<file path="src/rtl/rtout_pkg.sv">
package rtout_pkg;
  localparam int unsigned BUS_W = 8;
  localparam int unsigned IDX_W = $clog2(BUS_W);

  typedef enum logic [1:0] {
    A_NIB  = 2'd0,
    A_HIF  = 2'd1,
    A_PEN  = 2'd2,
    A_MODE = 2'd3
  } rt_addr_e;
endpackage

</file>
<file path="src/rtl/rtout_buf.sv">
module rtout_buf #(
  parameter int unsigned LO_W  = 4,
  parameter int unsigned HI_W  = 2,
  parameter int unsigned IDX_W = 3,
  localparam int unsigned FW   = LO_W + HI_W
) (
  input  logic             clk,
  input  logic             rst_n,
  input  logic             sel_lo,
  input  logic             sel_hi,
  input  logic             bitw,
  input  logic [FW-1:0]    wdata,
  input  logic [IDX_W-1:0] bidx,
  input  logic             bval,
  input  logic             joined,
  output logic [LO_W-1:0]  lo_q,
  output logic [HI_W-1:0]  hi_q
);
  logic [FW-1:0] eff;
  logic          upd_lo, upd_hi;

  always_comb begin
    eff = wdata;
    if (bitw) begin
      eff = {hi_q, lo_q};
      for (int i = 0; i < FW; i++)
        if (bidx == IDX_W'(i)) eff[i] = bval;
    end
  end

  assign upd_lo = sel_lo | (joined & sel_hi);
  assign upd_hi = sel_hi | (joined & sel_lo);

  always_ff @(posedge clk or negedge rst_n) begin
    if (!rst_n) begin
      lo_q <= '0;
      hi_q <= '0;
    end else begin
      if (upd_lo) lo_q <= eff[LO_W-1:0];
      if (upd_hi) hi_q <= eff[FW-1:LO_W];
    end
  end

  p_split_lo_only_r3: assert property (@(posedge clk) disable iff (!rst_n)
    (sel_lo && !joined) |=> $stable(hi_q));
  p_split_hi_only_r3: assert property (@(posedge clk) disable iff (!rst_n)
    (sel_hi && !joined) |=> $stable(lo_q));
  p_joined_both_r4: assert property (@(posedge clk) disable iff (!rst_n)
    (!bitw && joined && (sel_lo || sel_hi)) |=> ({hi_q, lo_q} == $past(wdata)));
endmodule

</file>
<file path="src/rtl/rtout_latch.sv">
module rtout_latch #(
  parameter int unsigned LO_W = 4,
  parameter int unsigned HI_W = 2,
  localparam int unsigned FW  = LO_W + HI_W
) (
  input  logic            clk,
  input  logic            rst_n,
  input  logic [LO_W-1:0] lo_d,
  input  logic [HI_W-1:0] hi_d,
  input  logic            trig_lo,
  input  logic            trig_hi,
  input  logic            joined,
  output logic [FW-1:0]   q
);
  always_ff @(posedge clk or negedge rst_n) begin
    if (!rst_n) begin
      q <= '0;
    end else begin
      if (trig_lo) begin
        if (joined) q <= {hi_d, lo_d};
        else        q[LO_W-1:0] <= lo_d;
      end
      if (trig_hi && !joined) q[FW-1:LO_W] <= hi_d;
    end
  end

  p_hold_r8: assert property (@(posedge clk) disable iff (!rst_n)
    (!trig_lo && !trig_hi) |=> $stable(q));
  p_lo_copy_r6: assert property (@(posedge clk) disable iff (!rst_n)
    trig_lo |=> (q[LO_W-1:0] == $past(lo_d)));
  p_joined_all_r7: assert property (@(posedge clk) disable iff (!rst_n)
    (joined && trig_lo) |=> (q == {$past(hi_d), $past(lo_d)}));
  p_joined_hi_idle_r7: assert property (@(posedge clk) disable iff (!rst_n)
    (joined && trig_hi && !trig_lo) |=> $stable(q));
endmodule

</file>
<file path="src/rtl/rtout_pinmux.sv">
module rtout_pinmux #(
  parameter int unsigned W = 6
) (
  input  logic [W-1:0] rt_val,
  input  logic [W-1:0] pen,
  input  logic [W-1:0] dflt,
  output logic [W-1:0] pins
);
  for (genvar g = 0; g < W; g++) begin : g_pin
    assign pins[g] = pen[g] ? rt_val[g] : dflt[g];
  end
endmodule

</file>
<file path="src/rtl/rtout_unit.sv">
module rtout_unit
  import rtout_pkg::*;
#(
  parameter int unsigned LO_W = 4,
  parameter int unsigned HI_W = 2,
  localparam int unsigned FW  = LO_W + HI_W
) (
  input  logic             clk,
  input  logic             rst_n,
  input  logic             bus_wr,
  input  logic             bus_bit,
  input  logic [1:0]       bus_addr,
  input  logic [BUS_W-1:0] bus_wdata,
  input  logic [IDX_W-1:0] bus_bidx,
  input  logic             bus_bval,
  output logic [BUS_W-1:0] bus_rdata,
  input  logic             trig_lo,
  input  logic             trig_hi,
  input  logic [FW-1:0]    port_dflt,
  output logic [FW-1:0]    pin_out
);
  rt_addr_e      addr;
  logic [LO_W-1:0] lo_q;
  logic [HI_W-1:0] hi_q;
  logic [FW-1:0]   latch_q, pen_q, pen_eff;
  logic            mode_q, mode_eff;
  logic            wr_unused;

  assign addr      = rt_addr_e'(bus_addr);
  assign wr_unused = ^bus_wdata[BUS_W-1:FW];

  rtout_buf #(.LO_W(LO_W), .HI_W(HI_W), .IDX_W(IDX_W)) u_buf (
    .clk(clk), .rst_n(rst_n),
    .sel_lo(bus_wr && addr == A_NIB), .sel_hi(bus_wr && addr == A_HIF),
    .bitw(bus_bit), .wdata(bus_wdata[FW-1:0]), .bidx(bus_bidx), .bval(bus_bval),
    .joined(mode_q), .lo_q(lo_q), .hi_q(hi_q)
  );

  rtout_latch #(.LO_W(LO_W), .HI_W(HI_W)) u_latch (
    .clk(clk), .rst_n(rst_n), .lo_d(lo_q), .hi_d(hi_q),
    .trig_lo(trig_lo), .trig_hi(trig_hi), .joined(mode_q), .q(latch_q)
  );

  rtout_pinmux #(.W(FW)) u_mux (
    .rt_val(latch_q), .pen(pen_q), .dflt(port_dflt), .pins(pin_out)
  );

  always_comb begin
    pen_eff  = bus_wdata[FW-1:0];
    mode_eff = bus_wdata[0];
    if (bus_bit) begin
      pen_eff  = pen_q;
      mode_eff = (bus_bidx == '0) ? bus_bval : mode_q;
      for (int i = 0; i < FW; i++)
        if (bus_bidx == IDX_W'(i)) pen_eff[i] = bus_bval;
    end
  end

  always_ff @(posedge clk or negedge rst_n) begin
    if (!rst_n) begin
      pen_q  <= '0;
      mode_q <= 1'b0;
    end else if (bus_wr) begin
      if (addr == A_PEN)  pen_q  <= pen_eff;
      if (addr == A_MODE) mode_q <= mode_eff;
    end
  end

  always_comb begin
    bus_rdata = '0;
    case (addr)
      A_NIB, A_HIF: bus_rdata[FW-1:0] = {hi_q, lo_q};
      A_PEN:        bus_rdata[FW-1:0] = pen_q;
      default:      bus_rdata[0]      = mode_q;
    endcase
  end

  p_mode_byte_r10: assert property (@(posedge clk) disable iff (!rst_n)
    (bus_wr && !bus_bit && addr == A_MODE) |=> (mode_q == $past(bus_wdata[0])));
  p_no_write_hold_r10: assert property (@(posedge clk) disable iff (!rst_n)
    !bus_wr |=> ($stable(pen_q) && $stable(mode_q)));
endmodule

</file>
<file path="config.mk">
export PLATFORM = sky130hd
export DESIGN_NAME = rtout_unit
export DESIGN_NICKNAME = d
export VERILOG_FILES = /design/src/rtl/rtout_pkg.sv /design/src/rtl/rtout_buf.sv /design/src/rtl/rtout_latch.sv /design/src/rtl/rtout_pinmux.sv /design/src/rtl/rtout_unit.sv
export SDC_FILE = /design/constraint.sdc
export NUM_CORES = 1
export LEC_CHECK = 0
export ABC_AREA = 1
export BUFFER_PORTS_ARGS = -buffer_cell sky130_fd_sc_hd__buf_2
export CAP_MARGIN = 20
export CORE_ASPECT_RATIO = 0.9
export CORE_MARGIN = 4
export CORE_UTILIZATION = 49
export DETAILED_ROUTE_END_ITERATION = 10
export MAX_ROUTING_LAYER = met4
export PLACE_DENSITY = 0.79
export RECOVER_POWER = 25
export SETUP_SLACK_MARGIN = 0.1
export SLEW_MARGIN = 0
export SYNTH_ARGS = -nofsm -noshare
export SYNTH_HDL_FRONTEND = slang
export SYNTH_SLANG_ARGS = --single-unit
</file>
<file path="constraint.sdc">
create_clock -name clk -period 1.08 [get_ports clk]
set_clock_uncertainty 0.05 [all_clocks]
set_input_delay 0.054 -clock clk [delete_from_list [all_inputs] [get_ports clk]]
set_output_delay 0.054 -clock clk [all_outputs]
set_load 0.05 [all_outputs]
</file>
# Word-level counts from Yosys, hierarchy flattened
# Cells that the tools add are included.
# op_classes
eq_ne	14
reduce_logical	23
n_mux	19
bitwise	4
# ops
cell	n
AND reduction 3 bit	7
AND reduction 2 bit	7
2-to-1 mux 1 bit	13
2-to-1 mux 6 bit	2
!= test 2 x 1 -> 1 bit, second input constant	6
one-hot mux 5 bit (2 select lines)	1
equality test 3 x 2 -> 1 bit, second input constant	2
equality test 3 bit, second input constant	2
equality test 2 bit, second input constant	2
2-to-1 mux 2 bit	2
nonzero test 2 bit	2
equality test 3 x 1 -> 1 bit, second input constant	1
logical AND 1 bit	3
logical NOT 3 bit	1
AND 1 bit	2
equality test 2 x 1 -> 1 bit, second input constant	1
logical NOT 2 bit	1
OR 1 bit	2
one-hot mux 1 bit (2 select lines)	1
OR reduction 2 bit	1
logical NOT 1 bit	1
# word_totals
in_bits	26
reg_bits	19
elab_cells	75

# Longest topological paths before layout
# Gate-level depths: netlist of the first run.
# logic_depth
word_depth	5
ltp_mapped	7
ltp_nobuf	6

# By module
# From an unflattened synthesis of the first run, not the netlist that was laid out.
# hier_totals
hier_cells	218
hier_area_um2	1358.8
# modules_own_cells
module	seq_area_each_um2	cells_per_inst	instances	area_per_inst_um2
rtout_unit	175.2	98	1	598.1
rtout_buf	150.1	65	1	419.2
rtout_latch	150.1	31	1	251.5
rtout_pinmux	0.0	24	1	90.1

# Least setup slack after synthesis of the first run
# Ideal clock, no wire load.
# synth_timing
path_kind	register to output
from	register mode_q
to	output port bus_rdata[0]
stages_incl_launch_ff	3
arrival_time_ps	1251
slack_ps	-275
n_path_buf	0
path_cell_list	dfrtp_1 > inv_1 > o211ai_1
# synth_between
elab_chain_cells	1
# synth_lines
element	line_no	source
from (decl)	rtout_unit.sv:26	logic mode_q, mode_eff;
from (signal assigned)	rtout_unit.sv:65	if (addr == A_MODE) mode_q <= mode_eff;
one-hot mux 1 bit (2 select lines)	rtout_unit.sv:71	case (addr)
to (decl)	rtout_unit.sv:16	output logic [BUS_W-1:0] bus_rdata,
# No other way between the ends.

# Worst setup path after layout of the first run
# layout_timing
from	register pen_q[4]
to	output port bus_rdata[4]
# layout_between
elab_chain_cells	1
# layout_lines
element	line_no	source
from (decl)	rtout_unit.sv:25	logic [FW-1:0] latch_q, pen_q, pen_eff;
from (signal assigned)	rtout_unit.sv:64	if (addr == A_PEN) pen_q <= pen_eff;
one-hot mux 5 bit (2 select lines)	rtout_unit.sv:71	
# No other way between the ends.

==> results of run 1 <==
[cell usage after synthesis]
master	n
nor2_2	2
o211ai_1	1
buf_2	1
nand2_4	1
a22o_1	5
inv_2	4
buf_4	3
dfrtp_1	19
nor2_1	9
inv_1	16
o21ai_1	6
o21ai_0	6
nand2_1	59
nor2_8	1
buf_6	1
a21oi_1	6
conb_1	1
nand2_2	2
nand3_1	17
nor2_4	1
[flip-flops by register name (all words and copies together), names as in the netlist]
signal,count
pen_q,6
mode_q,1
u_latch.q,6
u_buf.lo_q,4
u_buf.hi_q,2
[worst reg2reg max path, delay by kind of cell (launching register included)]
| kind | cells | cell delay (ns) |
|---|---|---|
| AND/OR/NAND/NOR | 5 | 0.38 |
| flip-flops | 1 | 0.38 |
| buffers and inverters | 1 | 0.15 |
[how the worst max path moves through the flow]
stage | from | to | depth (start not counted)
global route | pen_q[0] | bus_rdata[0] | 3
global placement | mode_q | bus_rdata[0] | 3
CTS | pen_q[4] | bus_rdata[4] | 2
floorplan | mode_q | bus_rdata[0] | 2
detailed placement | pen_q[4] | pin_out[4] | 3
finish | pen_q[4] | bus_rdata[4] | 2
[kinds of logic after synthesis]
logic type | synth area share
simple gates | 0.357
buf+inv | 0.0997
compound gates | 0.124
flops | 0.416
other cells | 0.00328
[power breakdown]
group	leakage, nW	internal, mW	switching, mW	total (mW)
clock network	0.0177	0.138	0.234	0.373
logic	0.575	0.493	0.802	1.29
registers	0.234	0.884	0.170	1.05
total	0.827	1.51	1.21	2.72
[timing repair]
action                     CTS  global route
hold buffers                 2             1
hold endpoints to repair    23             1
gates resized for setup     40             5
setup buffers                3             2
pin swaps                   14             0
setup endpoints to repair   18            20
[layout make-up]
class	instances	area, µm²
Multi-Input combinational cell	118	679
Inverter	20	75.1
Clock inverter	1	5.00
Fill cell	180	586
Clock buffer	3	22.5
Sequential cell	19	483
Timing Repair Buffer	43	318
Tap cell	27	33.8
[routing by layer]
metal | vias up | routed length (µm)
met1 | 553 | 1270
met4 | 0 | 48
li1 | 593 | -
met5 | - | 0
met3 | 6 | 140
met2 | 35 | 1480
==> reports/qor.txt, run 1 <==
crit path launch type = register
CP required = 0.98 ns
Synth top area share = 0.416
Initial DRC Count = 22
Avg Cell Area, Syn = 7.10 µm²
setup_tns = -1.68 ns
unique cell type count in the Yosys netlist = 20
total power = 2.72 mW
total track usage = 0.222
vias in the first global route = 1157
max_cap viols = 0
Bufs and invs on worst path = 1
synthesized flop and latch total = 19
Leakage = 0.827 nW
WHS Endpoint = u_buf.lo_q[2]
TritonCTS Sinks = 19
Post-Place Cells = 219
critical path arrival = 1.16 ns
final core utilization = 0.734
antenna violations before repair = 0
clock buffer depth = 2
DR WL/cell = 12.7 µm
GRT met1 Usage = 0.272
final worst slack = -0.182 ns
worst-skew pair later-pin latency = 0.30 ns
final std cells w/o fill = 231
ANT nets after route = 0
Area after DPL = 0.00138 mm²
core area = 0.00220 mm²
die area = 0.00317 mm²
pre-CTS WS = 0.0354 ns
Synth Cell Area = 0.00114 mm²
area grow syn2layout = 41.5%
reg-to-reg critical path endpoint = u_buf.hi_q[1]
failing checks = setup timing
Die W = 58.9 µm
layout cell share with drive strength beyond 1 = 0.368
commonest cells after routing, fill and taps aside = nand2_1, buf_2, nand3_1, inv_1, dfrtp_1
global route hottest layer = met2
largest net degree at the start of global routing = 20
Top Ports = 40
final hold vios = 0
HP Class = input port to register
die height = 53.8 µm
Cells after Synth = 161
outcome = complete, but fails checks
Seq/Total Area, Yosys = 0.416
fin nets = 231
Initial Util = 0.519
Reg2Reg Setup Slack = 0.04 ns
H-tree depth = 1
Pre-antenna DRT Iters = 4
Finished Cell Area = 0.00162 mm²
r2r startpoint = mode_q
FP Rows = 16
crit path max-delay cell type = dfrtp_2
post-synth top area cell = dfrtp_1
DP HPWL = 2.03 mm
WHS Path Cells = 5
Final min period = 1.26 ns
worst hold margin = 0.0460 ns
commonest non-fill, non-tap cell in the layout = nand2_1
CP max stage delay = 0.48 ns
Avg Vias per Cell = 5.14
Peak Freq = 792 MHz
sequence of cells on the critical path = a22o_1 > buf_6
r2r worst-path depth = 6
worst vdd ir = 1330 µV
Pwr per Cell Area = 1680 mW/mm²
CP top delay family = flip-flops
Final setup viols = 12
critical setup path kind = register to output port
Synth area leaders = dfrtp_1, nand2_1, nand3_1
CP Max Fanout = 4
CTS tree = done
crit path capture type = output port
first-pass GRT wire length = 5.10 mm
TritonCTS Buffers = 3
Clock Tree Root = clkbuf_4
GR Overflow Total = 0
gpl congestion = 0.794
Ant. Diodes = 0
vias = 1187
GR Util met2 = 0.369
max-slew violation count = 0
port bufs = 35
clk slew on worst S/H paths = 0.11 ns
Post-Route WL = 2.94 mm
Hold Path Origin = bus_wdata[2]
Period Utilization, post-route = 1.17
RSZ-0062 raised after global routing = yes
grt met3 use = 0.0264
yosys warns = 0
Post-route DRC = 0
No activity file was read; power rests on OpenSTA's default activity.
==> run 2, diff against run 1 <==
--- a/config.mk
+++ b/config.mk
@@ -12,7 +12,6 @@
 export CORE_MARGIN = 4
 export CORE_UTILIZATION = 49
 export DETAILED_ROUTE_END_ITERATION = 10
-export MAX_ROUTING_LAYER = met4
 export PLACE_DENSITY = 0.79
 export RECOVER_POWER = 25
 export SETUP_SLACK_MARGIN = 0.1
==> run 2 against run 1 <==
Fmax shrank 0.57%. Largest cell class unchanged. Global-route usage shrank 0.58 points. Sequential cell count is the same. Hold slack lost 0.010 ns. Final area is the same. The run still ends with setup timing left. Total power grew 0.24%. Core utilization is the same. First-iteration DRC count shrank 41%. Wire length grew 0.31%.
==> reports/qor.txt, run 2 (synthesis gave the netlist of run 1 again) <==
worst-skew pair later-pin latency = 0.31 ns
largest net degree at the start of global routing = 20
Post-Route WL = 2.95 mm
Top Ports = 40
DP HPWL = 2.03 mm
fin nets = 231
die height = 53.8 µm
critical path arrival = 1.17 ns
H-tree depth = 1
Ant. Diodes = 0
final std cells w/o fill = 231
number of fill cells = 180
Avg Vias per Cell = 5.19
Final setup viols = 12
max_cap viols = 0
area grow syn2layout = 41.5%
CP Max Fanout = 4
vias in the first global route = 1156
Hold Path Origin = bus_wdata[3]
TritonCTS Buffers = 3
Post-route DRC = 0
crit path launch type = register
critical setup path kind = register to output port
outcome = complete, but fails checks
Post-Place Cells = 219
GR Overflow Total = 0
layout cell share with drive strength beyond 1 = 0.368
gpl congestion = 0.783
Area after DPL = 0.00138 mm²
Largest regs = pen_q (6), u_latch.q (6), u_buf.lo_q (4)
WHS Path Cells = 5
r2r startpoint = mode_q
commonest non-fill, non-tap cell in the layout = nand2_1
commonest cells after routing, fill and taps aside = nand2_1, buf_2, nand3_1, inv_1, dfrtp_1
max-slew violation count = 0
final worst slack = -0.189 ns
failing checks = setup timing
antenna violations before repair = 0
Finished Cell Area = 0.00162 mm²
port bufs = 35
ANT nets after route = 0
CP required = 0.98 ns
Reg2Reg Setup Slack = 0.03 ns
vias = 1198
HP Class = input port to register
Initial Util = 0.519
Pwr per Cell Area = 1690 mW/mm²
final hold vios = 0
die area = 0.00317 mm²
WHS Endpoint = u_buf.lo_q[3]
DR WL/cell = 12.8 µm
total track usage = 0.216
Pre-antenna DRT Iters = 4
Initial DRC Count = 13
clock buffer depth = 2
worst vdd ir = 1320 µV
setup_tns = -1.76 ns
Period Utilization, post-route = 1.18
CTS tree = done
core area = 0.00220 mm²
first-pass GRT wire length = 5.11 mm
Peak Freq = 788 MHz
FP Rows = 16
crit path capture type = output port
clk slew on worst S/H paths = 0.12 ns
Leakage = 0.827 nW
Die W = 58.9 µm
Final min period = 1.27 ns
total power = 2.73 mW
TritonCTS Sinks = 19
RSZ-0062 raised after global routing = yes
r2r worst-path depth = 6
reg-to-reg critical path endpoint = u_buf.hi_q[1]
Clock Tree Root = clkbuf_4
## run 2: how the worst max path moves through the flow
stage | cells after the start | end | from
6_report | 2 | bus_rdata[2] | pen_q[2]
2_1_floorplan | 2 | bus_rdata[0] | mode_q
3_5_place_dp | 3 | pin_out[4] | pen_q[4]
3_3_place_gp | 3 | bus_rdata[0] | mode_q
5_1_grt | 3 | bus_rdata[0] | pen_q[0]
4_1_cts | 2 | bus_rdata[4] | pen_q[4]
## run 2: final cells by class
| class | count | area [µm²] | share of cell area |
|---|---|---|---|
| Clock buffer | 3 | 22.5 | 0.0139 |
| Multi-Input combinational cell | 118 | 679 | 0.420 |
| Sequential cell | 19 | 483 | 0.299 |
| Tap cell | 27 | 33.8 | 0.0209 |
| Timing Repair Buffer | 43 | 318 | 0.197 |
| Clock inverter | 1 | 5.00 | 0.00310 |
| Inverter | 20 | 75.1 | 0.0464 |
## run 2: metal layers
| metal | vias up | GRT usage | wire [µm] |
|---|---|---|---|
| li1 | 591 | - | - |
| met1 | 557 | 0.269 | 1240 |
| met2 | 45 | 0.369 | 1460 |
| met3 | 5 | 0.0336 | 184 |
| met4 | 0 | 0.0981 | 61 |
| met5 | - | 0 | 0 |
## run 2: repair_timing
item,in CTS,in global routing
endpoints found under the setup margin,18,20
gates resized for setup,40,5
endpoints found under the hold margin,23,1
setup buffers,3,2
pin swaps,14,0
hold buffers,2,1
## run 2: report_power, final
group / internal (mW) / total [mW] / switching [mW]
clock: 0.139 / 0.380 / 0.242
sequential: 0.884 / 1.05 / 0.169
combinational: 0.493 / 1.30 / 0.802
## run 2: stage by stage
step,setup WS [ns],utilization,hold WS [ns]
2_1_floorplan,-0.260,-,-0.292
3_3_place_gp,0.0515,0.628,-0.0369
3_5_place_dp,0.0354,0.628,-0.0349
4_1_cts,-0.172,0.716,0.0108
5_1_grt,-0.239,0.734,0.0601
6_report,-0.189,0.734,0.0357
## run 2: worst max-delay path, stage by stage, from the launching register on
cell,delay (ns)
dfrtp_2,0.47
a22o_1,0.22
buf_6,0.16
==> run 3, diff against run 2 <==
--- a/config.mk
+++ b/config.mk
@@ -6,9 +6,9 @@
 export NUM_CORES = 1
 export LEC_CHECK = 0
 export ABC_AREA = 1
-export BUFFER_PORTS_ARGS = -buffer_cell sky130_fd_sc_hd__buf_2
+export BUFFER_PORTS_ARGS = -buffer_cell sky130_fd_sc_hd__buf_4
 export CAP_MARGIN = 20
-export CORE_ASPECT_RATIO = 0.9
+export CORE_ASPECT_RATIO = 1.2
 export CORE_MARGIN = 4
 export CORE_UTILIZATION = 49
 export DETAILED_ROUTE_END_ITERATION = 10
==> run 3 against run 2 <==
The flow still finishes with violations (setup timing). Count of clock-buffer cells in the layout did not move. Die area barely moved. Non-clock buffer count down 2. Largest cell class unchanged.
==> reports/qor.txt, run 3 (synthesis gave the netlist of run 1 again) <==
total track usage = 0.204
critical path arrival = 1.16 ns
Final setup viols = 14
crit path capture type = output port
antenna violations before repair = 0
HP Class = input port to register
Clock Tree Root = clkbuf_4
largest net degree at the start of global routing = 20
die height = 60.9 µm
crit path launch type = register
vias = 1190
Period Utilization, post-route = 1.17
Largest regs = pen_q (6), u_latch.q (6), u_buf.lo_q (4)
WHS Endpoint = u_latch.q[5]
final hold vios = 0
final worst slack = -0.184 ns
CP max stage delay = 0.39 ns
Post-route DRC = 0
Final min period = 1.26 ns
Post-Route WL = 3.05 mm
first-pass GRT wire length = 4.90 mm
WHS Path Cells = 4
number of fill cells = 157
Die W = 52.1 µm
GR Overflow Total = 0
Leakage = 0.840 nW
commonest non-fill, non-tap cell in the layout = nand2_1
area grow syn2layout = 48.4%
outcome = complete, but fails checks
clk slew on worst S/H paths = 0.11 ns
Initial Util = 0.534
Initial DRC Count = 33
FP Rows = 18
setup_tns = -1.51 ns
pre-CTS WS = 0.0766 ns
Pre-antenna DRT Iters = 4
DP HPWL = 2.04 mm
TritonCTS Sinks = 19
worst hold margin = 0.0253 ns
die area = 0.00317 mm²
core area = 0.00214 mm²
Met3 Wirelength = 117 µm
gpl congestion = 0.776
RSZ-0062 raised after global routing = yes
DR WL met2 = 1.67 mm
H-tree depth = 1
Ant. Diodes = 0
critical setup path kind = register to output port
Top Ports = 40
DR WL/cell = 13.2 µm
worst vdd ir = 1120 µV
Reg2Reg Setup Slack = 0 ns
CP Max Fanout = 2
fin nets = 229
r2r worst-path depth = 6
ANT nets after route = 0
commonest cells after routing, fill and taps aside = nand2_1, buf_4, inv_1, nand3_1, dfrtp_1
sequence of cells on the critical path = inv_2 > o211ai_1 > buf_4
layout cell share with drive strength beyond 1 = 0.411
clock buffer depth = 2
vias in the first global route = 1121
worst-skew pair later-pin latency = 0.29 ns
failing checks = setup timing
reg-to-reg critical path endpoint = u_buf.lo_q[2]
port bufs = 35
CP required = 0.98 ns
M1 wire length = 1.22 mm
Peak Freq = 791 MHz
crit path max-delay cell type = dfrtp_1
TritonCTS Buffers = 3
Hold Path Origin = trig_hi
Avg Vias per Cell = 5.13
max-slew violation count = 0
Top Metal Used = met4
max_cap viols = 0
r2r startpoint = mode_q
Pwr per Cell Area = 1610 mW/mm²
CTS tree = done
==> run 3: layout make-up <==
class	count	area (µm²)	share of cell area
sequential	19	483	0.285
tap	30	37.5	0.0221
clock buffer	3	22.5	0.0133
clock inverter	1	5.00	0.00295
inverter	20	75.1	0.0443
timing repair buffer	41	355	0.210
multi-input combinational	118	717	0.423
==> run 3: per-layer routing <==
layer / vias to the layer above / global-route usage
li1: 591 / -
met1: 563 / 0.241
met2: 32 / 0.399
met3: 4 / 0.0147
met4: 0 / 0.0449
met5: - / 0
==> run 3: metrics by stage <==
step           std cells  instance area (µm²)  total power, mW  utilization
3_5_place_dp         222                 1480             2.14        0.689
3_3_place_gp         222                 1480             2.12        0.689
2_1_floorplan        162                 1210             1.83            -
6_report             232                 1700             2.73        0.792
4_1_cts              229                 1660             2.67        0.777
5_1_grt              232                 1700             2.88        0.792
==> run 3: critical path, delay by kind of cell (launching register included) <==
family | cells | cell delay [ns]
AO/OA/AOI/OAI | 1 | 0.20
buffers and inverters | 2 | 0.28
flip-flops | 1 | 0.39
==> run 3: power breakdown <==
group	total (mW)	switching, mW	leakage [nW]	internal [mW]
combinational	1.32	0.808	0.588	0.509
sequential	1.06	0.178	0.234	0.883
clock	0.355	0.218	0.0177	0.137
total	2.73	1.20	0.840	1.53
==> run 3: timing repair <==
item                                    in CTS  in global routing
hold buffers                                 2                  0
buffers inserted                             1                  3
endpoints found under the setup margin      18                 20
endpoints found under the hold margin       23                  0
resized for setup                           38                  6
pin swaps                                   17                  8
cloned                                       0                  0
==> run 3: worst max path at each step <==
stage | startpoint | endpoint
3_5_place_dp | mode_q | u_buf.lo_q[0]
6_report | mode_q | bus_rdata[0]
2_1_floorplan | mode_q | bus_rdata[0]
4_1_cts | pen_q[3] | bus_rdata[3]
5_1_grt | mode_q | bus_rdata[0]
3_3_place_gp | mode_q | u_buf.lo_q[0]
